File: src/rtl/sgm_pkg.sv
package sgm_pkg;
  typedef enum logic [2:0] {
    OP_CFG  = 3'd0,
    OP_PREF = 3'd1,
    OP_TMO  = 3'd2,
    OP_DROP = 3'd3,
    OP_UNI  = 3'd4
  } op_e;

  typedef enum logic [2:0] {
    RS_NONE   = 3'd0,
    RS_JOIN   = 3'd1,
    RS_REJECT = 3'd2,
    RS_MCAST  = 3'd3,
    RS_UNI    = 3'd4,
    RS_SWAP   = 3'd5
  } rsp_e;
endpackage

File: src/rtl/sgm_prienc.sv
// Lowest-index set bit finder.
module sgm_prienc #(
  parameter int W  = 64,
  parameter int IW = $clog2(W)
) (
  input  logic [W-1:0]  vec,
  output logic [IW-1:0] idx,
  output logic          any
);
  always_comb begin
    idx = '0;
    any = 1'b0;
    for (int i = W - 1; i >= 0; i--) begin
      if (vec[i]) begin
        idx = IW'(i);
        any = 1'b1;
      end
    end
  end
endmodule

File: src/rtl/sgm_popcnt.sv
// Population count of a member mask.
module sgm_popcnt #(
  parameter int W  = 64,
  parameter int OW = $clog2(W) + 1
) (
  input  logic [W-1:0]  vec,
  output logic [OW-1:0] cnt
);
  always_comb begin
    cnt = '0;
    for (int i = 0; i < W; i++) cnt = cnt + OW'(vec[i]);
  end
endmodule

File: src/rtl/sgm_match.sv
// Group-identifier lookup over the table plus free-slot search.
module sgm_match #(
  parameter int NG = 4,
  parameter int GW = 6,
  parameter int IW = $clog2(NG)
) (
  input  logic [NG-1:0]    slot_used,
  input  logic [NG*GW-1:0] slot_gid,
  input  logic [GW-1:0]    key,
  output logic             hit,
  output logic [IW-1:0]    hit_idx,
  output logic             free_any,
  output logic [IW-1:0]    free_idx
);
  logic [NG-1:0] eq;

  for (genvar g = 0; g < NG; g++) begin : g_cmp
    assign eq[g] = slot_used[g] && (slot_gid[g*GW +: GW] == key);
  end

  sgm_prienc #(.W(NG), .IW(IW)) u_hit (
    .vec(eq), .idx(hit_idx), .any(hit)
  );

  sgm_prienc #(.W(NG), .IW(IW)) u_free (
    .vec(~slot_used), .idx(free_idx), .any(free_any)
  );
endmodule

File: src/rtl/sgm_ctrl.sv
module sgm_ctrl #(
  parameter int NCORE = 64,
  parameter int NGRP  = 4,
  parameter int GW    = 6,
  parameter int TW    = 8,
  localparam int CW   = $clog2(NCORE),
  localparam int IW   = $clog2(NGRP)
) (
  input  logic              clk,
  input  logic              rst_n,
  input  logic              req_valid,
  input  logic [2:0]        req_op,
  input  logic [CW-1:0]     req_core,
  input  logic [GW-1:0]     req_gid,
  input  logic [CW:0]       req_need,
  input  logic [TW-1:0]     tmo_limit,
  output logic              rsp_valid,
  output logic [2:0]        rsp_kind,
  output logic [GW-1:0]     rsp_gid,
  output logic [NCORE-1:0]  rsp_mask,
  output logic [CW-1:0]     rsp_leader
);
  import sgm_pkg::*;

  // group table state
  logic             t_val  [NGRP];
  logic             t_act  [NGRP];
  logic [GW-1:0]    t_gid  [NGRP];
  logic [NCORE-1:0] t_mask [NGRP];
  logic [CW-1:0]    t_lead [NGRP];
  logic [CW:0]      t_need [NGRP];
  logic [TW-1:0]    t_cnt  [NGRP];

  logic             n_val  [NGRP];
  logic             n_act  [NGRP];
  logic [GW-1:0]    n_gid  [NGRP];
  logic [NCORE-1:0] n_mask [NGRP];
  logic [CW-1:0]    n_lead [NGRP];
  logic [CW:0]      n_need [NGRP];
  logic [TW-1:0]    n_cnt  [NGRP];

  logic [2:0]       r_kind;
  logic [NCORE-1:0] r_mask;
  logic [CW-1:0]    r_lead;

  logic [NGRP-1:0]    used_vec;
  logic [NGRP*GW-1:0] gid_flat;
  logic               hit, free_any;
  logic [IW-1:0]      h, free_idx;

  for (genvar g = 0; g < NGRP; g++) begin : g_flat
    assign used_vec[g]            = t_val[g];
    assign gid_flat[g*GW +: GW]   = t_gid[g];
  end

  sgm_match #(.NG(NGRP), .GW(GW), .IW(IW)) u_match (
    .slot_used(used_vec), .slot_gid(gid_flat), .key(req_gid),
    .hit(hit), .hit_idx(h), .free_any(free_any), .free_idx(free_idx)
  );

  logic [NCORE-1:0] core_bit, sel_mask, add_mask;
  logic [CW:0]      add_cnt;
  logic             is_mem;

  assign core_bit = NCORE'(1) << req_core;
  assign sel_mask = t_mask[h];
  assign add_mask = sel_mask | core_bit;
  assign is_mem   = |(sel_mask & core_bit);

  sgm_popcnt #(.W(NCORE), .OW(CW + 1)) u_pop (.vec(add_mask), .cnt(add_cnt));

  // per-slot replacement leader if the departing core held the role
  logic [CW-1:0] low_idx [NGRP];
  logic          low_any [NGRP];
  for (genvar g = 0; g < NGRP; g++) begin : g_low
    sgm_prienc #(.W(NCORE), .IW(CW)) u_low (
      .vec(t_mask[g] & ~core_bit), .idx(low_idx[g]), .any(low_any[g])
    );
  end

  logic tmo_due;
  assign tmo_due = ({1'b0, t_cnt[h]} + 1'b1) >= {1'b0, tmo_limit};

  // next-state logic
  always_comb begin
    for (int g = 0; g < NGRP; g++) begin
      n_val[g]  = t_val[g];
      n_act[g]  = t_act[g];
      n_gid[g]  = t_gid[g];
      n_mask[g] = t_mask[g];
      n_lead[g] = t_lead[g];
      n_need[g] = t_need[g];
      n_cnt[g]  = t_cnt[g];
    end
    r_kind = RS_NONE;
    r_mask = '0;
    r_lead = '0;

    if (req_valid) begin
      case (req_op)
        OP_CFG: begin
          if (hit) begin
            if (!is_mem) begin
              n_mask[h] = add_mask;
              if (t_act[h] || (add_cnt >= t_need[h])) begin
                n_act[h] = 1'b1;
                r_kind   = RS_JOIN;
                r_mask   = add_mask;
                r_lead   = t_lead[h];
              end
            end else if (t_act[h]) begin
              r_kind = RS_JOIN;
              r_mask = sel_mask;
              r_lead = t_lead[h];
            end
          end else if (free_any) begin
            n_val[free_idx]  = 1'b1;
            n_act[free_idx]  = (req_need <= (CW+1)'(1));
            n_gid[free_idx]  = req_gid;
            n_mask[free_idx] = core_bit;
            n_lead[free_idx] = req_core;
            n_need[free_idx] = req_need;
            n_cnt[free_idx]  = '0;
            if (req_need <= (CW+1)'(1)) begin
              r_kind = RS_JOIN;
              r_mask = core_bit;
              r_lead = req_core;
            end
          end else begin
            r_kind = RS_REJECT;
            r_mask = core_bit;
            r_lead = req_core;
          end
        end
        OP_PREF: begin
          if (hit && t_act[h] && (t_lead[h] == req_core)) begin
            r_kind = RS_MCAST;
            r_mask = sel_mask;
            r_lead = t_lead[h];
          end else begin
            r_kind = RS_UNI;
            r_mask = core_bit;
            r_lead = req_core;
          end
        end
        OP_UNI: begin
          r_kind = RS_UNI;
          r_mask = core_bit;
          r_lead = req_core;
        end
        OP_TMO: begin
          if (hit && t_act[h] && is_mem && (t_lead[h] != req_core)) begin
            if (tmo_due) begin
              n_lead[h] = req_core;
              n_cnt[h]  = '0;
              r_kind    = RS_SWAP;
              r_mask    = sel_mask;
              r_lead    = req_core;
            end else begin
              n_cnt[h] = t_cnt[h] + 1'b1;
            end
          end
        end
        OP_DROP: begin
          for (int g = 0; g < NGRP; g++) begin
            if (t_val[g] && t_mask[g][req_core]) begin
              n_mask[g] = t_mask[g] & ~core_bit;
              if (!low_any[g]) begin
                n_val[g] = 1'b0;
                n_act[g] = 1'b0;
              end else if (t_lead[g] == req_core) begin
                n_lead[g] = low_idx[g];
                n_cnt[g]  = '0;
              end
            end
          end
        end
        default: ;
      endcase
    end
  end

  // table registers, enabled by an incoming request
  always_ff @(posedge clk or negedge rst_n) begin
    if (!rst_n) begin
      for (int g = 0; g < NGRP; g++) begin
        t_val[g]  <= 1'b0;
        t_act[g]  <= 1'b0;
        t_gid[g]  <= '0;
        t_mask[g] <= '0;
        t_lead[g] <= '0;
        t_need[g] <= '0;
        t_cnt[g]  <= '0;
      end
    end else if (req_valid) begin
      for (int g = 0; g < NGRP; g++) begin
        t_val[g]  <= n_val[g];
        t_act[g]  <= n_act[g];
        t_gid[g]  <= n_gid[g];
        t_mask[g] <= n_mask[g];
        t_lead[g] <= n_lead[g];
        t_need[g] <= n_need[g];
        t_cnt[g]  <= n_cnt[g];
      end
    end
  end

  // response register
  always_ff @(posedge clk or negedge rst_n) begin
    if (!rst_n) begin
      rsp_kind   <= RS_NONE;
      rsp_gid    <= '0;
      rsp_mask   <= '0;
      rsp_leader <= '0;
    end else begin
      rsp_kind   <= r_kind;
      rsp_gid    <= req_gid;
      rsp_mask   <= r_mask;
      rsp_leader <= r_lead;
    end
  end

  assign rsp_valid = (rsp_kind != RS_NONE);
endmodule

File: config.mk
export PLATFORM = sky130hd
export DESIGN_NAME = sgm_ctrl
export DESIGN_NICKNAME = d
export VERILOG_FILES = /design/src/rtl/sgm_pkg.sv /design/src/rtl/sgm_prienc.sv /design/src/rtl/sgm_popcnt.sv /design/src/rtl/sgm_match.sv /design/src/rtl/sgm_ctrl.sv
export SDC_FILE = /design/constraint.sdc
export NUM_CORES = 2
export LEC_CHECK = 0
export BUFFER_PORTS_ARGS = -buffer_cell sky130_fd_sc_hd__buf_2
export CAP_MARGIN = 10
export CORE_MARGIN = 1
export CORE_UTILIZATION = 53
export DETAILED_ROUTE_END_ITERATION = 12
export GPL_TIMING_DRIVEN = 0
export PLACE_DENSITY = 0.69
export SLEW_MARGIN = 20
export SYNTH_ARGS = -nofsm -noshare
export SYNTH_HDL_FRONTEND = slang
export SYNTH_HIERARCHICAL = 1
export SYNTH_SLANG_ARGS = --single-unit
File: constraint.sdc
create_clock -name clk -period 18.7 [get_ports clk]
set_clock_uncertainty 0.2 [all_clocks]
set_input_delay 4.675 -clock clk [delete_from_list [all_inputs] [get_ports clk]]
set_output_delay 4.675 -clock clk [all_outputs]
set_load 0.005 [all_outputs]
# == After elaboration in Yosys (flattened, before gate mapping) ==
# Cells that the tools add are included.
# totals
reg_bits,451
inputBits,33
output_inout_bits,80
elab_cells,869
# op_classes
add_sub_neg,65
magnitude_cmp,8
eq_ne,37
shift,1
n_mux,668
bitwise_logic,17
reduce_logical,41
# ops
cell,count
$mux 6,282
$mux 64,18
$mux 256,3
$bwmux 256,2
$pmux 256 s2,1
$add 7x1->7,62
$and 64x64->64,5
$mux 1,283
$demux 64 s2,2
$pmux 64 s4,1
$bmux 64 s2,1
$mux 32,4
$mux 8,16
$mux 24,4
$pmux 32 s3,1
$bwmux 24,3
$pmux 24 s3,1
$and 32x32->32,2
$not 32->32,2
$not 64->64,1
$or 64x64->64,1
$reduce_or 64->1,1
$shl 1x6->64 const A,1
$eq 6x6->1,9
50 further kinds,131

# == Depth between registers and ports, before layout ==
# logic_depth
ltp_word,81
ltp_mapped,38
mapped_depth_nobuf,33

# == Cells and area by module ==
# The synthesis kept the hierarchy.
# by_module_without_submodules
module,n_inst,cells_each,area_each_um2,seq_area_each_um2
sgm_ctrl,1,3210,29604.6,11285.8
sgm_prienc (g_low[0].u_low ...),4,140,763.2,0.0
sgm_popcnt,1,183,1764.2,0.0
sgm_match,1,37,311.5,0.0
sgm_prienc (u_match.u_free ...),2,7,35.0,0.0

# == Worst setup path after synthesis ==
# Ideal clock, no wire load.
# synth_timing
path_type,input -> register
start,in req_core[0]
end,reg t_act[1] (netlist name)
setup_time_ns,0.065
t_arrival_ns,13.362
required_ns,18.435
setup_slack_ns,5.073
path_stages,33
path_buffers,7
path_cell_list,buf_4 -> buf_4 -> buf_4 -> buf_6 -> buf_2 -> clkbuf_1 -> nand2_1 -> nor2_1 -> clkbuf_1 -> or2_2 -> inv_1 -> fa_1 -> fa_1 -> inv_1 -> fa_1 -> inv_1 -> fa_1 -> fa_1 -> fa_1 -> fa_1 -> fa_1 -> inv_1 -> ha_1 -> fa_1 -> a211o_1 -> a21oi_1 -> o21bai_1 -> ha_1 -> nand3_1 -> o211ai_1 -> a31oi_1 -> a2111oi_0 -> o22a_1
# synth_via
elab_cells_between_ends,143
cone_classes,add/sub: 63; order compare: 1; eq/ne: 4; shift: 1; mux: 66; bitwise: 4; reduce/logical: 4
# synth_lines
item,line_no,rtl
"start, declared",sgm_ctrl.sv:13,"input logic [CW-1:0] req_core,"
$shl 1x6->64,sgm_ctrl.sv:65,assign core_bit = NCORE'(1) << req_core;
$or 64x64->64,sgm_ctrl.sv:67,assign add_mask = sel_mask | core_bit;
via add_mask[63],sgm_ctrl.sv:61,"logic [NCORE-1:0] core_bit, sel_mask, add_mask;"
$add 7x1->7,sgm_popcnt.sv:11,for (int i = 0; i < W; i++) cnt = cnt + OW'(vec[i]);
via add_cnt[6],sgm_ctrl.sv:62,logic [CW:0] add_cnt;
$ge 7x7->1,sgm_ctrl.sv:105,if (t_act[h] || (add_cnt >= t_need[h])) begin
$logic_or 1x1->1,sgm_ctrl.sv:105,
$ne 3x3->1 (no source line),--,
$reduce_and 7->1 (no source line),--,
"end signal, assigned by index",sgm_ctrl.sv:198,t_act[g] <= n_act[g];
"end, declared",sgm_ctrl.sv:27,logic t_act [NGRP];
# The timed path passes the listed nets, and every way through them passes these cells. The select of a mux whose other input is x is not followed.
# A chain may end at the register's enable or synchronous reset.

# == Final worst setup path ==
# layout_timing
start,in req_core[0]
end,reg rsp_mask[60]
# layout_via
elab_cells_between_ends,83
cone_classes,add/sub: 63; order compare: 1; eq/ne: 2; shift: 1; mux: 9; bitwise: 2; reduce/logical: 5
# layout_lines
item,line_no,rtl
$shl 1x6->64,sgm_ctrl.sv:65,
$or 64x64->64,sgm_ctrl.sv:67,
via add_mask[63],sgm_ctrl.sv:61,
$add 7x1->7,sgm_popcnt.sv:11,
via add_cnt[2],sgm_ctrl.sv:62,
$ge 7x7->1,sgm_ctrl.sv:105,
$logic_or 1x1->1,sgm_ctrl.sv:105,
$mux 64,sgm_ctrl.sv:105,
$mux 64,sgm_ctrl.sv:103,if (!is_mem) begin
$mux 64,sgm_ctrl.sv:102,if (hit) begin
$pmux 64 s4,sgm_ctrl.sv:100,case (req_op)
$mux 64,sgm_ctrl.sv:99,if (req_valid) begin
via r_mask[60],sgm_ctrl.sv:43,logic [NCORE-1:0] r_mask;
"end signal, assigned",sgm_ctrl.sv:218,rsp_mask <= r_mask;
"end, declared",sgm_ctrl.sv:20,"output logic [NCORE-1:0] rsp_mask,"
# The timed path passes the listed nets, and every way through them passes these cells.

==> impl_results.md <==
- Final setup viols: 0
- Vias: 38755
- Dpl ws: 1390 ps
- Starting DRT DRC Count: 7450
- Crit Path Max Fanout: 10
- Final Cycle Share: 0.946
- Cell count after synthesis: 4004
- Mapped Area: 34800 µm²
- Initial Utilization: 0.538
- Die X: 258 µm
- Routed len/inst: 38.0 µm
- Max rail drop VDD: 0.103 mV
- Post-CTS Setup Inserts: 0
- Post-synth EDFFs: 0
- Met3 wire length: 33.2 mm
- Startpoint types: primary input
- Sequential share of the synthesized area: 0.324
- Share of layout cells above drive strength 1: 0.137
- # hold bufs at CTS: 0
- Die Footprint: 66700 µm²
- Clock net sink count: 451
- Largest net degree at the start of global routing: 95
- Detailed Route WL: 194 mm
- Top-area cell type share of the netlist area: 0.324
- Met2 wire len: 74.9 mm
- Reg-to-reg setup timing slack: 6390 ps
- Uppermost layer routed: met5
- Synth area leaders: dfrtp_1 32%, mux4_2 9.5%, o21ai_0 6.5%
- Final Hold Viols: 0
- Clock transition at path regs: 70 ps
- TritonRoute pass-1 iters: 13
- Largest stage delay, worst path: 980 ps
- I/O Buffers: 111
- # Max-Cap Violations: 0
- Vias/cell: 7.59
- Clock tree root buffer cell: clkbuf_16
- WHS: 280 ps
- Post-DRT Antenna Nets: 0
- Critical path capture point type: flip-flop
- Synth warn: 6
- Layout area overhead: 10.6%
- HPWL after DPL: 146 mm
- Slowest CP cell: o31ai_4
- Core footprint: 64700 µm²
- Pwr/cell area: 92.0 nW/µm²
- Post-CTS Resized: 0
- Ys flop type: dfrtp_1
- Slew Limit Fails: 0
- Final min period: 17680 ps
- Slew headroom: 0.0648
- Cell repeated most along the worst path: fa_1
- RR Startpoint: gid_flat[12]
- Arrival @ worst endpoint: 17940 ps
- Post-DP Area: 36800 µm²
- Design area: 38500 µm²
- CTS tree: built
- CP Class: in -> reg
- Initial antenna violation count: 38
- First-pass GRT wire length: 270 mm
- Overflow after GRT: 0
- Most common cell in the netlist: o21ai_0
- All-layer global routing usage: 0.577
- Routability cong.: 1.18
- Hold path startpoint: t_cnt[8]
- Max clock buf depth: 3
- Met1 WL: 66.0 mm
- Syn nets: 4122
- Leak Pwr: 15.8 nW
- Post-layout util: 0.595
- Outcome: finished clean
- Average cell area after synthesis: 8.69 µm²
- Cell taking the most area after synthesis: dfrtp_1
- RSZ-0062 raised after global routing: no
- Boundary Pins: 113
- Synth cell types: 90
- TritonCTS Buffers: 49
- Worst hold-check path type: reg -> reg
- H-tree depth: 2
- Final TNS setup: 0 ps
- Crit path from: req_core[0]
- Most frequent cells after synthesis: 453 x o21ai_0, 451 x dfrtp_1, 352 x a21oi_1
- Yosys reg bits: 451
- Post-route DRC violation count: 0
- Die Height: 258 µm
- Final nets: 4303
- Vias in the first global route: 35899
- Fmax achieved: 56.6 MHz
- Slack of the critical path: 1020 ps
- Worst path required time: 18950 ps
- Worst-Margin Slew: 1390 ps
- Clk_lat worst skew: 630 ps
- Site row count: 93
- Ys async rst share: 1.00
==> where the power goes <==
part	internal, W	switching (W)
Combinational	0.000430	0.000900
Clock	0.000574	0.000442
Sequential	0.00108	0.000114
==> state kept, by name, indices dropped and copies added (netlist names) <==
register / cells
rsp_mask: 64
t_need: 28
rsp_leader: 6
rsp_gid: 6
t_val: 4
gid_flat: 24
t_cnt: 32
rsp_kind: 3
t_act: 4
t_lead: 24
t_mask: 256
==> cell usage in the layout (no fill, tap or decap), types with 111 or more instances in the layout <==
| cell | Yosys | layout |
|---|---|---|
| and2_1 | 260 | 260 |
| nor2_1 | 298 | 298 |
| o21ai_0 | 453 | 453 |
| inv_1 | 208 | 208 |
| o211ai_1 | 111 | 111 |
| a21oi_1 | 352 | 352 |
| clkbuf_1 | 181 | 176 |
| nand2_1 | 326 | 326 |
| mux4_2 | 147 | 147 |
| buf_2 | 40 | 151 |
| dfrtp_1 | 451 | 451 |
==> cell type report <==
type / instances / area [µm²]
fillers: 5749 / 26200
multi-input cells: 3074 / 21600
flip-flops and latches: 451 / 11300
clock buffers: 65 / 1390
plain buffers: 268 / 1250
well taps: 855 / 1070
repair buffers: 130 / 833
inverters: 211 / 792
clock inverters: 17 / 210
diodes: 37 / 92.6
==> layer usage <==
layer  GRT usage  vias up
li1            -    15099
met1       0.699    18675
met2       0.778     3898
met3       0.286     1063
met4       0.436       20
met5      0.0434        -
==> worst max-delay path: cells and delay by family <==
family / cells / cell delay [ps]
AO/OA/AOI/OAI: 6 / 2240
XOR/XNOR: 1 / 390
adder cells (fa/ha/maj): 11 / 5050
buffers and inverters: 13 / 4060
AND/OR/NAND/NOR: 3 / 1460
==> worst paths after layout <==
kind	to	cells past startpoint
worst max-delay path	rsp_mask[60]	34
worst min-delay path	t_cnt[8]	1
worst max register to register	rsp_mask[60]	31
worst min register to register	t_cnt[8]	1
max in group asynchronous	t_need[4]	3
min in group asynchronous	t_mask[21]	1
==> cells by family after synthesis <==
logic type | after synthesis | share of synthesized area
buf+inv | 479 | 0.0583
xor+xnor | 62 | 0.0156
flops | 451 | 0.324
simple gates | 1316 | 0.194
compound gates | 1341 | 0.233
fa+ha+maj | 85 | 0.0422
mux | 270 | 0.133
==> metrics by stage <==
step / std cells / power [W]
final: 5108 / 0.00354
after global routing: 5081 / 0.00357
after CTS: 5071 / 0.00341
after detailed placement: 4989 / 0.00241
after global placement: 4970 / 0.00237
after floorplan: 4004 / 0.00187
(Power assumes the default switching activity.)
